**src/rtl/kbd_pkg.sv**
```systemverilog
package kbd_pkg;

    // Event code layout: release flag, row field, column field
    typedef struct packed {
        logic       rel;
        logic [2:0] row;
        logic [3:0] col;
    } kbd_event_t;

    localparam int EVENT_W = $bits(kbd_event_t);

endpackage

```
**src/rtl/kbd_tick.sv**
```systemverilog
module kbd_tick #(
    parameter int TICK_DIV = 1562500
) (
    input  logic clk,
    input  logic rst_n,
    output logic tick_o
);
    localparam int CW = (TICK_DIV > 1) ? $clog2(TICK_DIV) : 1;

    typedef struct packed {
        logic [CW-1:0] cnt;
    } tick_st_t;

    tick_st_t st_d, st_q;
    logic     wrap;

    always_comb begin
        st_d = st_q;
        wrap = (st_q.cnt == CW'(TICK_DIV - 1));
        if (wrap) st_d.cnt = '0;
        else      st_d.cnt = st_q.cnt + 1'b1;
    end

    always_ff @(posedge clk) begin
        if (!rst_n) st_q <= '0;
        else        st_q <= st_d;
    end

    assign tick_o = wrap;

endmodule

```
**src/rtl/kbd_fifo.sv**
```systemverilog
module kbd_fifo #(
    parameter int DEPTH = 16,
    parameter int W     = 8
) (
    input  logic         clk,
    input  logic         rst_n,
    input  logic         push_i,
    input  logic [W-1:0] data_i,
    input  logic         pop_i,
    output logic [W-1:0] data_o,
    output logic         empty_o,
    output logic         ovf_o
);
    localparam int AW   = (DEPTH > 1) ? $clog2(DEPTH) : 1;
    localparam int CNTW = $clog2(DEPTH + 1);

    typedef struct packed {
        logic [DEPTH-1:0][W-1:0] mem;
        logic [AW-1:0]           rd;
        logic [AW-1:0]           wr;
        logic [CNTW-1:0]         count;
        logic                    ovf;
    } fifo_st_t;

    fifo_st_t st_d, st_q;
    logic     full, do_pop, do_push;

    always_comb begin
        st_d    = st_q;
        full    = (st_q.count == CNTW'(DEPTH));
        do_pop  = pop_i && (st_q.count != '0);
        do_push = push_i && (!full || do_pop);
        if (do_pop)
            st_d.rd = (st_q.rd == AW'(DEPTH - 1)) ? '0 : st_q.rd + 1'b1;
        if (do_push) begin
            st_d.mem[st_q.wr] = data_i;
            st_d.wr = (st_q.wr == AW'(DEPTH - 1)) ? '0 : st_q.wr + 1'b1;
        end
        if (push_i && !do_push)
            st_d.ovf = 1'b1;
        case ({do_push, do_pop})
            2'b10:   st_d.count = st_q.count + 1'b1;
            2'b01:   st_d.count = st_q.count - 1'b1;
            default: st_d.count = st_q.count;
        endcase
    end

    always_ff @(posedge clk) begin
        if (!rst_n) st_q <= '0;
        else        st_q <= st_d;
    end

    assign data_o  = st_q.mem[st_q.rd];
    assign empty_o = (st_q.count == '0);
    assign ovf_o   = st_q.ovf;


    ovf_sticky_chk: assert property (@(posedge clk) disable iff (!rst_n)
        st_q.ovf |=> st_q.ovf);


    full_drop_chk: assert property (@(posedge clk) disable iff (!rst_n)
        (push_i && !pop_i && st_q.count == CNTW'(DEPTH)) |=> $stable(st_q.count));

endmodule

```
**src/rtl/kbd_matrix.sv**
```systemverilog
module kbd_matrix
    import kbd_pkg::*;
#(
    parameter int NUM_SENSE  = 7,
    parameter int NUM_STROBE = 11,
    parameter int NUM_SW     = 5
) (
    input  logic                  clk,
    input  logic                  rst_n,
    input  logic [NUM_STROBE-1:0] strobe_i,
    input  logic                  ev_valid_i,
    input  kbd_event_t            ev_i,
    input  logic                  clear_i,
    input  logic [NUM_SW-1:0]     inv_i,
    output logic [NUM_SENSE-1:0]  sense_o,
    output logic [NUM_SW-1:0]     sw_o
);
    localparam logic [2:0] SW_ROW = 3'(NUM_SENSE);

    typedef struct packed {
        logic [NUM_SENSE-1:0][NUM_STROBE-1:0] bitmap;
        logic [NUM_SENSE-1:0]                 sense;
        logic [NUM_SW-1:0]                    sw;
    } mtx_st_t;

    mtx_st_t st_d, st_q;

    always_comb begin
        st_d = st_q;
        for (int r = 0; r < NUM_SENSE; r++)
            st_d.sense[r] = |(st_q.bitmap[r] & strobe_i);
        if (clear_i) begin
            st_d.bitmap = '0;
        end else if (ev_valid_i) begin
            if (ev_i.row == SW_ROW) begin
                for (int c = 0; c < NUM_SW; c++)
                    if (ev_i.col == 4'(c))
                        st_d.sw[c] = ~ev_i.rel ^ inv_i[c];
            end else begin
                for (int r = 0; r < NUM_SENSE; r++)
                    for (int c = 0; c < NUM_STROBE; c++)
                        if (ev_i.row == 3'(r) && ev_i.col == 4'(c))
                            st_d.bitmap[r][c] = ~ev_i.rel;
            end
        end
    end

    always_ff @(posedge clk) begin
        if (!rst_n) st_q <= '0;
        else        st_q <= st_d;
    end

    assign sense_o = st_q.sense;
    assign sw_o    = st_q.sw;


    clear_empties_chk: assert property (@(posedge clk) disable iff (!rst_n)
        clear_i |=> (st_q.bitmap == '0));


    idle_strobe_chk: assert property (@(posedge clk) disable iff (!rst_n)
        (strobe_i == '0) |=> (sense_o == '0));


    sw_row_keeps_matrix_chk: assert property (@(posedge clk) disable iff (!rst_n)
        (ev_valid_i && !clear_i && ev_i.row == SW_ROW) |=> $stable(st_q.bitmap));

endmodule

```
**src/rtl/kbd_matrix_emu.sv**
```systemverilog
module kbd_matrix_emu
    import kbd_pkg::*;
#(
    parameter int NUM_SENSE  = 7,
    parameter int NUM_STROBE = 11,
    parameter int NUM_SW     = 5,
    parameter int FIFO_DEPTH = 16,
    parameter int TICK_DIV   = 1562500
) (
    input  logic                  clk,
    input  logic                  rst_n,
    input  logic                  key_push_i,
    input  logic [7:0]            key_code_i,
    input  logic [NUM_STROBE-1:0] strobe_i,
    input  logic                  release_all_i,
    input  logic                  inv_we_i,
    input  logic [NUM_SW-1:0]     inv_data_i,
    output logic [NUM_SENSE-1:0]  sense_o,
    output logic [NUM_SW-1:0]     switch_o,
    output logic                  overflow_o
);
    typedef struct packed {
        logic [NUM_SW-1:0] inv;
    } cfg_st_t;

    cfg_st_t              cfg_d, cfg_q;
    logic                 tick, fifo_empty, pop;
    logic [EVENT_W-1:0]   head;
    kbd_event_t           head_ev;

    always_comb begin
        cfg_d = cfg_q;
        if (inv_we_i) cfg_d.inv = inv_data_i;
    end

    always_ff @(posedge clk) begin
        if (!rst_n) cfg_q <= '0;
        else        cfg_q <= cfg_d;
    end

    assign pop     = tick && !fifo_empty;
    assign head_ev = kbd_event_t'(head);

    kbd_tick #(.TICK_DIV(TICK_DIV)) u_tick (
        .clk    (clk),
        .rst_n  (rst_n),
        .tick_o (tick)
    );

    kbd_fifo #(.DEPTH(FIFO_DEPTH), .W(EVENT_W)) u_fifo (
        .clk     (clk),
        .rst_n   (rst_n),
        .push_i  (key_push_i),
        .data_i  (key_code_i),
        .pop_i   (pop),
        .data_o  (head),
        .empty_o (fifo_empty),
        .ovf_o   (overflow_o)
    );

    kbd_matrix #(
        .NUM_SENSE  (NUM_SENSE),
        .NUM_STROBE (NUM_STROBE),
        .NUM_SW     (NUM_SW)
    ) u_matrix (
        .clk        (clk),
        .rst_n      (rst_n),
        .strobe_i   (strobe_i),
        .ev_valid_i (pop),
        .ev_i       (head_ev),
        .clear_i    (release_all_i),
        .inv_i      (cfg_q.inv),
        .sense_o    (sense_o),
        .sw_o       (switch_o)
    );


    sw_only_on_tick_chk: assert property (@(posedge clk) disable iff (!rst_n)
        !tick |=> $stable(switch_o));

endmodule

```
**config.mk**
```make
export PLATFORM = sky130hd
export DESIGN_NAME = kbd_matrix_emu
export DESIGN_NICKNAME = d
export VERILOG_FILES = /design/src/rtl/kbd_pkg.sv /design/src/rtl/kbd_tick.sv /design/src/rtl/kbd_fifo.sv /design/src/rtl/kbd_matrix.sv /design/src/rtl/kbd_matrix_emu.sv
export SDC_FILE = /design/constraint.sdc
export NUM_CORES = 1
export LEC_CHECK = 0
export BUFFER_PORTS_ARGS = -buffer_cell sky130_fd_sc_hd__clkbuf_2
export CORE_MARGIN = 2
export CORE_UTILIZATION = 55
export CTS_CLUSTER_DIAMETER = 60
export DETAILED_ROUTE_END_ITERATION = 8
export GPL_TIMING_DRIVEN = 1
export MAX_ROUTING_LAYER = met4
export PLACE_DENSITY_LB_ADDON = 0.05
export SLEW_MARGIN = 20
export SYNTH_ARGS = -nofsm -noshare
export SYNTH_HDL_FRONTEND = slang
export SYNTH_SLANG_ARGS = --single-unit
```
**constraint.sdc**
```tcl
create_clock -name clk -period 9.2 [get_ports clk]
set_input_delay 0.46 -clock clk [delete_from_list [all_inputs] [get_ports clk]]
set_output_delay 0.46 -clock clk [all_outputs]
set_load 0.03 [all_outputs]
```
# --- Word-level counts from Yosys, hierarchy flattened ---
# Index checks and enable logic that the tools add are counted.
word_totals:
  ff_bits: 257
  inputBits: 29
  output_inout_bits: 13
  word_cells: 342
op_classes:
  n_addsub: 5
  magnitude_cmp: 3
  eq_ne: 23
  n_mux: 8
  bitwise_logic: 16
  reduce_logical: 182
ops:
  columns: ["cell", "n"]
  rows:
  - ["$reduce_and 3->1", 77]
  - ["$bwmux 128", 1]
  - ["$logic_and 1x1->1", 82]
  - ["$and 11x11->11", 7]
  - ["$reduce_or 11->1", 7]
  - ["$bmux 8 s4", 1]
  - ["$demux 8 s4", 1]
  - ["$add 21x1->21 const B", 1]
  - ["$eq 21x21->1 const B", 1]
  - ["$eq 4x4->1 const B", 5]
  - ["$reduce_and 4->1", 5]
  - ["$eq 4x3->1 const B", 4]
  - ["$mux 8", 2]
  - ["$eq 3x3->1 const B", 4]
  - ["$lt 4x5->1 const B", 2]
  - ["$pmux 5 s2", 1]
  - ["$add 4x1->4 const B", 2]
  - ["$eq 4x2->1 const B", 2]
  - ["$mux 4", 2]
  - ["$eq 3x2->1 const B", 2]
  - ["$add 5x1->5 const B", 1]
  - ["$eq 5x5->1 const B", 1]
  - ["$logic_not 5->1", 1]
  - ["$reduce_bool 5->1", 1]
  - ["other kinds (14)", 24]

# --- Logic depth before layout (Yosys ltp) ---
# Gate-level depths: netlist of the first run.
depth:
  depth_word: 8
  ltp_mapped: 15
  mapped_depth_nobuf: 14

# --- Modules after synthesis ---
# Synthesis of the first run repeated with hierarchy kept, for this count alone.
hier_totals:
  cells_unflattened: 1122
  area_unflattened_um2: 11811.3
modules_own_cells:
  columns: ["module", "instances", "cells_per_inst", "area_each_um2", "seq_area_each_um2"]
  rows:
  - ["kbd_fifo", 1, 597, 6498.7, 2842.7]
  - ["kbd_matrix", 1, 392, 4121.5, 1781.7]
  - ["kbd_tick", 1, 116, 992.2, 420.4]
  - ["kbd_matrix_emu", 1, 17, 198.9, 100.1]

# --- Worst setup path before layout of the first run ---
# No wires, ideal clock.
synth_timing:
  path_kind: "register to register"
  startpoint: "register u_tick.st_q[0] in the netlist's numbering"
  endpoint: "register u_fifo.st_q[5] in the netlist's numbering"
  setup_time_ns: 0.070
  t_arrival_ns: 3.450
  required_time_ns: 9.130
  slack_ns: 5.679
  path_stages_with_launch: 16
  path_buffers: 1
  period_less_slack_ns: 3.521
  path_cell_list: "dfxtp_1 ha_1 or4b_1 or3_1 or3_1 clkbuf_1 inv_1 ha_1 inv_1 fa_1 inv_1 a21o_1 a21oi_1 xnor2_1 or3_1 a21oi_1"
synth_between:
  elab_chain_cells: 7
  elab_cells_between_ends: 9
  classes_between: "3 x eq/ne; 1 x mux; 5 x reduce/logical"
synth_lines:
  columns: ["element", "line_no", "text"]
  rows:
  - ["start, declared", "kbd_tick.sv:14", "tick_st_t st_d, st_q;"]
  - ["start signal, assigned", "kbd_tick.sv:26", "else st_q <= st_d;"]
  - ["$eq 21x21->1 (*)", "kbd_tick.sv:19", "wrap = (st_q.cnt == CW'(TICK_DIV - 1));"]
  - ["$logic_and 1x1->1 (*)", "kbd_matrix_emu.sv:41", "assign pop = tick && !fifo_empty;"]
  - ["$logic_and 1x1->1 (*)", "kbd_fifo.sv:31", "do_pop = pop_i && (st_q.count != '0);"]
  - ["via u_fifo.do_pop", "kbd_fifo.sv:26", "logic full, do_pop, do_push;"]
  - ["$logic_or 1x1->1", "kbd_fifo.sv:32", "do_push = push_i && (!full || do_pop);"]
  - ["$logic_and 1x1->1", "kbd_fifo.sv:32", null]
  - ["$eq 2x1->1 or $eq 2x2->1 (tied branches)", "kbd_fifo.sv:41", "case ({do_push, do_pop})"]
  - ["$pmux 5 s2 or $reduce_bool 2->1 (tied branches)", null, null]
  - ["end signal, assigned", "kbd_fifo.sv:50", "else st_q <= st_d;"]
  - ["end, declared", "kbd_fifo.sv:25", "fifo_st_t st_d, st_q;"]
# Mark *: on every way through the listed nets, which the timed path passes. The rest lies on a longest branch.
# A chain may end at the register's enable or synchronous reset.

# --- Final worst setup path of the first run ---
# Same ends and word-level chain as after synthesis.

==> metrics.md, run 1 <==
| Metric | Value |
|---|---|
| Final wirelength | `30.9 mm` |
| Postcts setup bufs | `0` |
| CP max FO | `6` |
| Longest Clk Path Bufs | `3` |
| Site row count | `53` |
| Asr flop ratio synth | `0` |
| DR vias/cell | `about 6` |
| Clock root buffer | `clkbuf_16` |
| Post-Place Cells | `1497` |
| Top post-synthesis cells by area | `dfxtp_1 43%, mux2i_1 17%, nor2_1 5.6%` |
| Largest net degree at the start of global routing | `81` |
| Number of synthesized flops with an enable pin | `0` |
| Cell taking the most area after synthesis | `dfxtp_1` |
| Fill cell count | `between 1500 and 2000` |
| Die X-Extent | `between 150 and 200 um` |
| Worst vdd rail ir drop | `around 0.15 mV` |
| Vias in the first global route | `just under 9000` |
| Design Power | `2.40 mW` |
| Layout Nets | `1292` |
| Yosys Warn Count | `0` |
| First DRT Iteration DRCs | `around 800` |
| Clock sink total | `~260` |
| Pwr Density | `between 150 and 200 mW/mm^2` |
| Inserted Clock Buffers | `28` |
| Worst-Skew Late Latency | `550 ps` |
| DIE HEIGHT | `151 um` |
| Leakage power | `4.94 nW` |
| Share of cells above drive strength 1 | `0.120` |
| Worst-path cell with the longest stage delay | `or3_1` |
| Post-synthesis instance total | `~1300` |
| Area grow syn2layout | `9.87%` |
| RSZ-0062 raised after global routing | `false` |
| Via count | `about 9200` |
| Setup total negative slack | `0 ps` |
| Post-Syn Nets | `1301` |
| Post-route antenna net violation count | `0` |
| First-pass GRT wire length | `a little under 50 mm` |
| Top cell type's share of synthesized area | `0.433` |
| Slew Viols, Final | `0` |
| Worst Path Arrival | `about 4300 ps` |
| Minimum hold slack | `approximately 150 ps` |
| Initial core utilization | `0.563` |
| Die Area | `roughly 0.023 sq mm` |
| Slowest stage delay, CP | `500 ps` |
| Setup Viol. Count Final | `0` |
| Req. time, crit path | `between 9000 and 10000 ps` |
| DPL Wire Length | `approximately 20 mm` |
| CP endpoint kind | `flip-flop` |
| Depth of the CTS H-tree | `1` |
| Antenna violations before repair | `1` |
| Crit Path Category | `flip-flop to flip-flop` |
| Finished Layout Cells | `approximately 1500` |
| GRT Total Usage | `0.280` |
| Drt wl/cell | `about 20 um` |
| Status | `finished clean` |
| Clock Skews | `about 11 ps` |
| Relative slew slack | `0.321` |
| GRT overflow | `0` |
| DRC | `0` |
| CTS tree | `done` |
| Synth cell types | `60` |
| Pre-antenna DRT Iters | `5` |
| Max-Cap Viols | `0` |
| # resized after CTS | `0` |
| Hold Fails Final Rpt | `0` |
| Crit path cell chain | `ha_1 -> or4b_1 -> or3_1 -> or3_1 -> inv_1 -> ha_1 -> inv_1 -> fa_1 -> inv_1 -> a21o_1 -> a21oi_1 -> xnor2_1 -> or3_1 -> a21oi_1` |
| Synthesized area per cell | `approximately 9.4 sq um` |
| Top Ports | `42` |
| Main synth FF type | `dfxtp_1` |
| Core area | `approximately 0.021 sq mm` |
| Yosys reg bits | `around 260` |
| Port Buffer Count | `a little over 40` |
| Fmax | `roughly 260 MHz` |
| Clock transition at path regs | `60 ps` |
| CTS Hold Bufs | `0` |
| CP Launch Type | `flip-flop` |
| Flop-to-flop setup slack | `5340 ps` |
| Min cycle time layout | `a little under 4000 ps` |
| Hold Crit Class | `primary input to flip-flop` |
| GP Congestion | `around 0.87` |
| Post-synthesis sequential area ratio | `0.433` |
| Final cycle utilization of the critical path | `0.420` |
| Slew @ Worst Pin | `between 1000 and 1500 ps` |
| Cell Area, Synth | `around 0.012 sq mm` |
==> sequential cells by signal, indices dropped and copies added, names as in the netlist <==
signal,cells
u_tick.st_q,21
u_fifo.ovf_o,1
u_matrix.st_q,77
cfg_q,5
u_matrix.sense_o,7
u_matrix.sw_o,5
u_fifo.st_q,141
==> synth_stat cells (13+ instances only) <==
library cell and count:
dfxtp_1 257, mux2i_1 203, nor2_1 177, nand2_1 124, clkbuf_1 63, a21oi_1 48
nand3_1 31, xor2_1 24, o21ai_0 21, a211oi_1 20, mux4_2 20, nor3_1 15
a221oi_1 14, a22o_1 14, buf_4 14, a31oi_1 13, mux2_2 13, nor2_2 13
or3_1 13
==> power by group <==
| group | total, mW | switching, mW | internal [mW] |
|---|---|---|---|
| clock network | 1.13 | 0.453 | 0.680 |
| logic | 0.138 | 0.0987 | 0.0392 |
| registers | 1.13 | 0.00777 | 1.12 |
| total | 2.40 | 0.560 | 1.84 |
==> final cells by class <==
| cell class | count | area (sq um) | share of cell area |
|---|---|---|---|
| clock inverters | 6 | 93.8 | 0.00719 |
| flip-flops and latches | 257 | 5150 | 0.394 |
| multi-input cells | 902 | 6290 | 0.482 |
| well taps | 275 | 344 | 0.0264 |
| inverters | 11 | 43.8 | 0.00336 |
| diodes | 1 | 2.50 | 0.000192 |
| repair buffers | 52 | 288 | 0.0221 |
| clock buffers | 44 | 841 | 0.0644 |
==> cell usage in the layout (no fill, tap or decap), types with 8 or more instances in the layout <==
cell type	instances
a22o_1	14
xor2_1	24
o21ai_0	20
clkbuf_8	8
mux4_2	20
clkbuf_2	41
a31oi_1	13
clkbuf_16	28
nand3_1	31
buf_4	11
ha_1	10
nor2_2	13
nand2_1	124
mux2_2	13
a21oi_1	48
nor4_1	9
nor3_1	15
clkbuf_1	8
mux2i_1	203
a211oi_1	20
dfxtp_1	256
a221oi_1	14
nand2b_1	11
nor2_1	176
nand4_1	11
or3_1	13
inv_1	10
a22oi_1	8
==> per-stage QoR <==
stage | instance area (sq um) | util | worst slack [ps]
after detailed placement | 12100 | 0.574 | 5370
after CTS | 13000 | 0.619 | 5340
after global routing | 13000 | 0.619 | 5050
final | 13000 | 0.619 | 5340
after global placement | 12100 | 0.574 | 5410
after floorplan | 11900 | - | 5680
==> path summary, 6_finish.rpt <==
path,end,start,depth (start not counted)
max,u_fifo.st_q[5],u_tick.st_q[0],14
max reg2reg,u_fifo.st_q[5],u_tick.st_q[0],14
min,cfg_q[0],inv_data_i[0],3
min reg2reg,u_matrix.st_q[42],u_matrix.st_q[42],2
==> logic make-up after synthesis <==
| group | count (synthesis) | synth area share |
|---|---|---|
| buf+inv | 102 | 0.0378 |
| flops | 257 | 0.433 |
| simple gates | 451 | 0.173 |
| compound gates | 174 | 0.0999 |
| mux | 236 | 0.221 |
| fa+ha+maj | 11 | 0.0122 |
| xor+xnor | 30 | 0.0221 |
==> layer usage <==
layer  vias up  wire [um]  GRT usage
met1      4461      14800      0.396
met4         0        754     0.0724
met3        72       1670     0.0437
met2       247      13700      0.420
li1       4458          -          -
met5         -          0          -
==> worst max-delay path: cells and delay by family, from the launching register on <==
family,cells,cell delay (ps)
xor gates and xnor gates,1,130
adders and majority gates,3,1000
DFF,1,410
AOI/OAI and AO/OA,3,310
buffers and inverters,3,340
and+or+nand+nor,4,1590
(Power assumes the default switching activity.)
==> inputs of run 2 (changes only) <==
==> constraint.sdc (replaced) <==
create_clock -name clk -period 3.9 [get_ports clk]
set_input_delay 0.195 -clock clk [delete_from_list [all_inputs] [get_ports clk]]
set_output_delay 0.195 -clock clk [all_outputs]
set_load 0.03 [all_outputs]
==> metrics.md, run 2 (synthesis gave the netlist of run 1 again) <==
| Metric | Value |
|---|---|
| Die Area | `0.0228 sq mm (unchanged)` |
| Number of flip-flops in the largest register | `141 (unchanged)` |
| Inserted Clock Buffers | `28 (unchanged)` |
| Largest net degree at the start of global routing | `74 (-8.6%)` |
| DR vias/cell | `5.95 (-0.23%)` |
| Post-route antenna net violation count | `0 (unchanged)` |
| Slew @ Worst Pin | `873 ps (-139 ps)` |
| Most frequent cells in the layout | `256 x dfxtp_1, 203 x mux2i_1, 176 x nor2_1` |
| GP Congestion | `0.887 (+2.0%)` |
| Setup total negative slack | `0 ps (unchanged)` |
| Site row count | `53 (unchanged)` |
| Share of cells above drive strength 1 | `0.140 (+0.0196)` |
| RSZ-0062 raised after global routing | `false` |
| DRC | `0 (unchanged)` |
| Leakage power | `5.10 nW (+3.3%)` |
| Antenna violations before repair | `0 (-1)` |
| DIE HEIGHT | `151 um (unchanged)` |
| Minimum hold slack | `20.8 ps (-126 ps)` |
| Die X-Extent | `151 um (unchanged)` |
| Drt wl/cell | `19.6 um (-1.7%)` |
| CP endpoint kind | `flip-flop` |
| Port Buffer Count | `41 (unchanged)` |
| Clock Skews | `13.5 ps (+2.53 ps)` |
| Longest Clk Path Bufs | `3 (unchanged)` |
| GRT Total Usage | `0.282 (+0.00216)` |
| Clock sink total | `257 (unchanged)` |
| Req. time, crit path | `4360 ps (-5310 ps)` |
| Fill cell count | `1801 (-1.1%)` |
| Worst Path Arrival | `4010 ps (-320 ps)` |
| Most flop-heavy register | `u_fifo.st_q` |
| Vias in the first global route | `8788 (+1.6%)` |
| Cell area after layout | `0.0133 sq mm (+2.1%)` |
| N_diodes | `0 (-1)` |
| Hold Fails Final Rpt | `0 (unchanged)` |
| Most common cell after layout, fill and taps aside | `dfxtp_1` |
| Worst-Skew Late Latency | `540 ps (about the same)` |
| Postcts setup bufs | `0 (unchanged)` |
| Setup Viol. Count Final | `0 (unchanged)` |
| Initial core utilization | `0.563 (unchanged)` |
| Core area | `0.0211 sq mm (unchanged)` |
| Depth of the CTS H-tree | `1 (unchanged)` |
| CP max FO | `6 (unchanged)` |
| Hold Crit Class | `primary input to flip-flop` |
| Area after DPL | `0.0123 sq mm (+1.7%)` |
| Clock transition at path regs | `60 ps (about the same)` |
| Clock root buffer | `clkbuf_16` |
| CP Launch Type | `flip-flop` |
| Crit Path Category | `flip-flop to flip-flop` |
| Via count | `9383 (+1.6%)` |
| Max-Cap Viols | `0 (unchanged)` |
| First-pass GRT wire length | `48.9 mm (+0.75%)` |
| CTS tree | `done` |
| Slew Viols, Final | `0 (unchanged)` |
| GRT overflow | `0 (unchanged)` |
| Util after Layout | `0.631 (+0.0127)` |
| Sequential cell area | `0.00515 sq mm (unchanged)` |
| Largest registers | `u_fifo.st_q (141), u_matrix.st_q (77), u_tick.st_q (21)` |
| Multi-input logic area | `0.00630 sq mm (+0.12%)` |
| Pre-antenna DRT Iters | `5 (unchanged)` |
| Relative slew slack | `0.418 (+0.0969)` |
| Final wirelength | `31.0 mm (about the same)` |
| First DRT Iteration DRCs | `723 (-9.9%)` |
| Worst vdd rail ir drop | `0.334 mV (+120%)` |
| Pwr Density | `427 mW/mm^2 (+130%)` |
| Layout Nets | `1321 (+2.2%)` |
| Top Ports | `42 (unchanged)` |
| Min cycle time layout | `3560 ps (-301 ps)` |
| Status | `finished clean` |
| Fmax | `281 MHz (+8.5%)` |
| Area grow syn2layout | `12.1%` |
| DPL Wire Length | `20.2 mm (-0.13%)` |
| Final cycle utilization of the critical path | `0.913 (+0.493)` |
[run 2: area by class of cell]
| cell class | instances | area share |
|---|---|---|
| clock inverter | 9 | 0.00761 |
| timing repair buffer | 81 | 0.0408 |
| tap | 275 | 0.0258 |
| clock buffer | 41 | 0.0631 |
| multi-input combinational | 902 | 0.473 |
| inverter | 11 | 0.00329 |
| sequential | 257 | 0.386 |
[run 2: metrics by stage]
stage / power, mW / setup WS [ps] / cells
2_1_floorplan: 2.92 / 379 / 1261
3_3_place_gp: 3.05 / 337 / 1521
5_1_grt: 5.85 / 75.4 / 1576
6_report: 5.68 / 341 / 1576
3_5_place_dp: 3.05 / 245 / 1521
4_1_cts: 5.72 / 224 / 1576
[run 2: worst max-delay path: stages, from the launching register on]
cell,delay [ps]
dfxtp_1,410
ha_1,190
or4b_1,440
or3_1,360
or3_4,440
inv_1,100
ha_2,220
inv_1,90
fa_1,450
inv_1,70
a21o_1,100
a21oi_1,70
xnor2_1,130
or3_1,300
a21oi_1,130
[run 2: power by group]
part           switching (mW)  internal, mW
registers              0.0185          2.65
logic                   0.237         0.102
clock network            1.06          1.62
total                    1.31          4.37
[run 2: metal layers]
metal  vias to the layer above  track usage  routed length, um
li1                       4516            -                  -
met1                      4573        0.403              14600
met2                       246        0.433              14000
met3                        48       0.0331               1660
met4                         0       0.0621                629
met5                         -            -                  0
[run 2: timing repair]
action                                  CTS  global route
hold buffers                              5             0
gates resized for setup                   0             2
endpoints found under the setup margin    0             1
hold endpoints to repair                  5             0
[run 2: worst paths after layout]
| kind | slack [ps] | end | depth (start not counted) | startpoint |
|---|---|---|---|---|
| max | 340 | u_fifo.st_q[5] | 14 | u_tick.st_q[0] |
| min | 20 | u_fifo.st_q[7] | 3 | key_push_i |
| max reg2reg | 340 | u_fifo.st_q[5] | 14 | u_tick.st_q[0] |
| min reg2reg | 460 | u_matrix.st_q[82] | 2 | u_matrix.st_q[82] |
==> inputs of run 3 (changes only) <==
--- a/config.mk
+++ b/config.mk
@@ -5,6 +5,7 @@
 export SDC_FILE = /design/constraint.sdc
 export NUM_CORES = 1
 export LEC_CHECK = 0
+export ABC_AREA = 1
 export BUFFER_PORTS_ARGS = -buffer_cell sky130_fd_sc_hd__clkbuf_2
 export CORE_MARGIN = 2
 export CORE_UTILIZATION = 55
@@ -13,6 +14,7 @@
 export GPL_TIMING_DRIVEN = 1
 export MAX_ROUTING_LAYER = met4
 export PLACE_DENSITY_LB_ADDON = 0.05
+export RECOVER_POWER = 50
 export SLEW_MARGIN = 20
 export SYNTH_ARGS = -nofsm -noshare
 export SYNTH_HDL_FRONTEND = slang
==> metrics.md, run 3 <==
| Metric | Value |
|---|---|
| Crit Path Category | `flip-flop to flip-flop` |
| First-pass GRT wire length | `51.5 mm (+5.2%)` |
| # resized after CTS | `0 (unchanged)` |
| Top cell by count, worst path | `inv_1` |
| CP delay by family, top | `adder cells` |
| Hold Fails Final Rpt | `1 (+1)` |
| Post-synthesis instance total | `1763 (+40%)` |
| Layout Nets | `1776 (+34%)` |
| Top post-synthesis cells by area | `dfxtp_1 41%, a21oi_1 10%, nand2_1 9.8%` |
| Area grow syn2layout | `6.07%` |
| Site row count | `55 (+3.8%)` |
| Worst-Skew Late Latency | `540 ps (about the same)` |
| Finished Layout Cells | `2039 (+29%)` |
| Die Area | `0.0240 sq mm (+5.3%)` |
| Asr flop ratio synth | `0 (unchanged)` |
| Initial core utilization | `0.557 (-0.00650)` |
| Yosys Warn Count | `0 (unchanged)` |
| GRT overflow | `0 (unchanged)` |
| DPL Wire Length | `19.8 mm (-1.7%)` |
| Most common cell after layout, fill and taps aside | `nand2_1` |
| Worst-path cell with the longest stage delay | `nor2_1` |
| Req. time, crit path | `4360 ps (about the same)` |
| GP Congestion | `0.893 (+0.72%)` |
| Post-route antenna net violation count | `0 (unchanged)` |
| Most flop-heavy register | `u_fifo.st_q` |
| First DRT Iteration DRCs | `876 (+21%)` |
| Clock sink total | `257 (unchanged)` |
| CP Launch Type | `flip-flop` |
| Clock transition at path regs | `60 ps (about the same)` |
| Crit path setup slack, layout | `755 ps (+414 ps)` |
| Fmax | `318 MHz (+13%)` |
| Worst Path Arrival | `3600 ps (-410 ps)` |
| Flop-to-flop setup slack | `760 ps (+410 ps)` |
| Via count | `11000 (+17%)` |
| Vias in the first global route | `10100 (+14%)` |
| RSZ-0062 raised after global routing | `false` |
| Failing checks | `hold timing` |
| Synthesized area per cell | `7.11 sq um (-25%)` |
| Post-Syn Nets | `1803 (+39%)` |
| DRC | `0 (unchanged)` |
| Clock Skews | `19.7 ps (+6.23 ps)` |
| Core area | `0.0225 sq mm (+6.7%)` |
| N_diodes | `0 (unchanged)` |
| Number of synthesized flops with an enable pin | `0 (unchanged)` |
| Pre-antenna DRT Iters | `5 (unchanged)` |
| Yosys reg bits | `257 (unchanged)` |
| CP endpoint kind | `flip-flop` |
| Port Buffer Count | `41 (unchanged)` |
| DR vias/cell | `5.37 (-9.7%)` |
| Longest Clk Path Bufs | `3 (unchanged)` |
| Area after DPL | `0.0125 sq mm (+1.4%)` |
| Min cycle time layout | `3140 ps (-414 ps)` |
| Main synth FF type | `dfxtp_1` |
| Cell Area, Synth | `0.0125 sq mm (+5.5%)` |
| CTS tree | `done` |
| Hold Crit Class | `primary input to flip-flop` |
| Slowest stage delay, CP | `490 ps (+40 ps)` |
| Setup total negative slack | `0 ps (unchanged)` |
| Most instantiated cells after synthesis | `326 x nand2_1, 257 x dfxtp_1, 252 x a21oi_1, 189 x inv_1, 167 x nand3_1` |
| Post-Place Cells | `1985 (+31%)` |
| Post-synthesis sequential area ratio | `0.411 (-0.0225)` |
| Max-Cap Viols | `0 (unchanged)` |
| Setup Viol. Count Final | `0 (unchanged)` |
| Crit path cell chain | `ha_1 -> nand4_1 -> nor2_1 -> nand3_1 -> nor2_1 -> ha_1 -> inv_1 -> fa_1 -> inv_1 -> a31oi_1 -> inv_1 -> o21ai_0 -> a21oi_1 -> o21ai_0 -> a21oi_1` |
| Synth cell types | `44 (-27%)` |
| Share of cells above drive strength 1 | `0.0781 (-0.0618)` |
| Depth of the CTS H-tree | `1 (unchanged)` |
| Minimum hold slack | `-13.4 ps (-34.2 ps)` |
| Pwr Density | `421 mW/mm^2 (-1.4%)` |
| Relative slew slack | `0.281 (-0.137)` |
| Clock root buffer | `clkbuf_16` |
| Slew @ Worst Pin | `1080 ps (+206 ps)` |
| Number of flip-flops in the largest register | `141 (unchanged)` |
| Final wirelength | `31.5 mm (+1.8%)` |
| Worst slack, placed | `1110 ps (+868 ps)` |
| Slew Viols, Final | `0 (unchanged)` |
| CP max FO | `7 (+1)` |
| Cell taking the most area after synthesis | `dfxtp_1` |
| Cell area after layout | `0.0133 sq mm (-0.22%)` |
| Largest net degree at the start of global routing | `120 (+62%)` |
| Top cell type's share of synthesized area | `0.411 (-0.0225)` |
| GRT Total Usage | `0.268 (-0.0137)` |
| Leakage power | `5.07 nW (-0.54%)` |
| Drt wl/cell | `15.5 um (-21%)` |
| Final cycle utilization of the critical path | `0.806 (-0.106)` |
| Top-count cell post-synth | `nand2_1` |
| Status | `complete, but fails checks` |
| Inserted Clock Buffers | `29 (+3.6%)` |
| Most frequent cells in the layout | `332 x nand2_1, 256 x dfxtp_1, 252 x a21oi_1` |
| DIE HEIGHT | `155 um (+2.6%)` |
| Top Ports | `42 (unchanged)` |
| Die X-Extent | `155 um (+2.6%)` |
| Antenna violations before repair | `0 (unchanged)` |
| Crit path buf inv count | `3 (unchanged)` |
| Worst vdd rail ir drop | `0.330 mV (-0.97%)` |
| Largest registers | `u_fifo.st_q (141), u_matrix.st_q (77), u_tick.st_q (21)` |
[run 3: cell families (layout without fill, tap and decap cells)]
group | after synthesis | count (layout) | synth area share
DFF | 257 | 257 | 0.411
and+or+nand+nor | 730 | 730 | 0.267
AOI/OAI and AO/OA | 441 | 441 | 0.188
xor gates and xnor gates | 6 | 6 | 0.00419
adders and majority gates | 11 | 11 | 0.0116
buffers and inverters | 318 | 309 | 0.118
[run 3: routing by layer]
metal	GRT usage	part of all wire	vias to the layer above
li1	-	-	5693
met1	0.349	0.46	4986
met2	0.444	0.47	225
met3	0.0265	0.041	53
met4	0.0816	0.029	0
met5	-	0	-
[run 3: repair_timing]
item	CTS	global route
endpoints found under the hold margin	5	0
buffers inserted	0	0
hold buffers	5	0
[run 3: area by class of cell]
| class | count | area [sq um] |
|---|---|---|
| Sequential cell | 257 | 5150 |
| Clock inverter | 5 | 32.5 |
| Multi-Input combinational cell | 1188 | 5790 |
| Inverter | 203 | 767 |
| Fill cell | 2178 | 9220 |
| Clock buffer | 44 | 842 |
| Timing Repair Buffer | 57 | 349 |
| Tap cell | 285 | 357 |
[run 3: worst register-to-register path: stages (launching register included)]
cell,delay (ps)
dfxtp_1,350
ha_1,200
nand4_1,100
nor2_1,130
nand3_1,180
nor2_1,500
ha_1,380
inv_1,100
fa_1,470
inv_1,70
a31oi_1,70
inv_1,70
o21ai_0,60
a21oi_1,150
o21ai_0,90
a21oi_1,140
[run 3: path summary, 6_finish.rpt]
check                                startpoint              end  depth (start not counted)
worst max-delay path             u_tick.st_q[0]   u_fifo.st_q[5]                         15
worst min-delay path                 key_push_i     u_fifo.ovf_o                          3
worst max register to register   u_tick.st_q[0]   u_fifo.st_q[5]                         15
worst min register to register  u_fifo.st_q[92]  u_fifo.st_q[92]                          2
[run 3: metrics by stage]
stage	total power, mW	hold slack, ps	util
3_3_place_gp	3.13	431	0.555
3_5_place_dp	3.13	437	0.555
5_1_grt	5.81	14.5	0.590
4_1_cts	5.65	2.16	0.596
2_1_floorplan	3.02	368	-
6_report	5.59	-13.4	0.590
[run 3: power by group]
part / total, mW / internal (mW) / switching, mW
logic: 0.398 / 0.105 / 0.292
registers: 2.67 / 2.66 / 0.0161
clock network: 2.52 / 1.47 / 1.05
total: 5.59 / 4.24 / 1.36
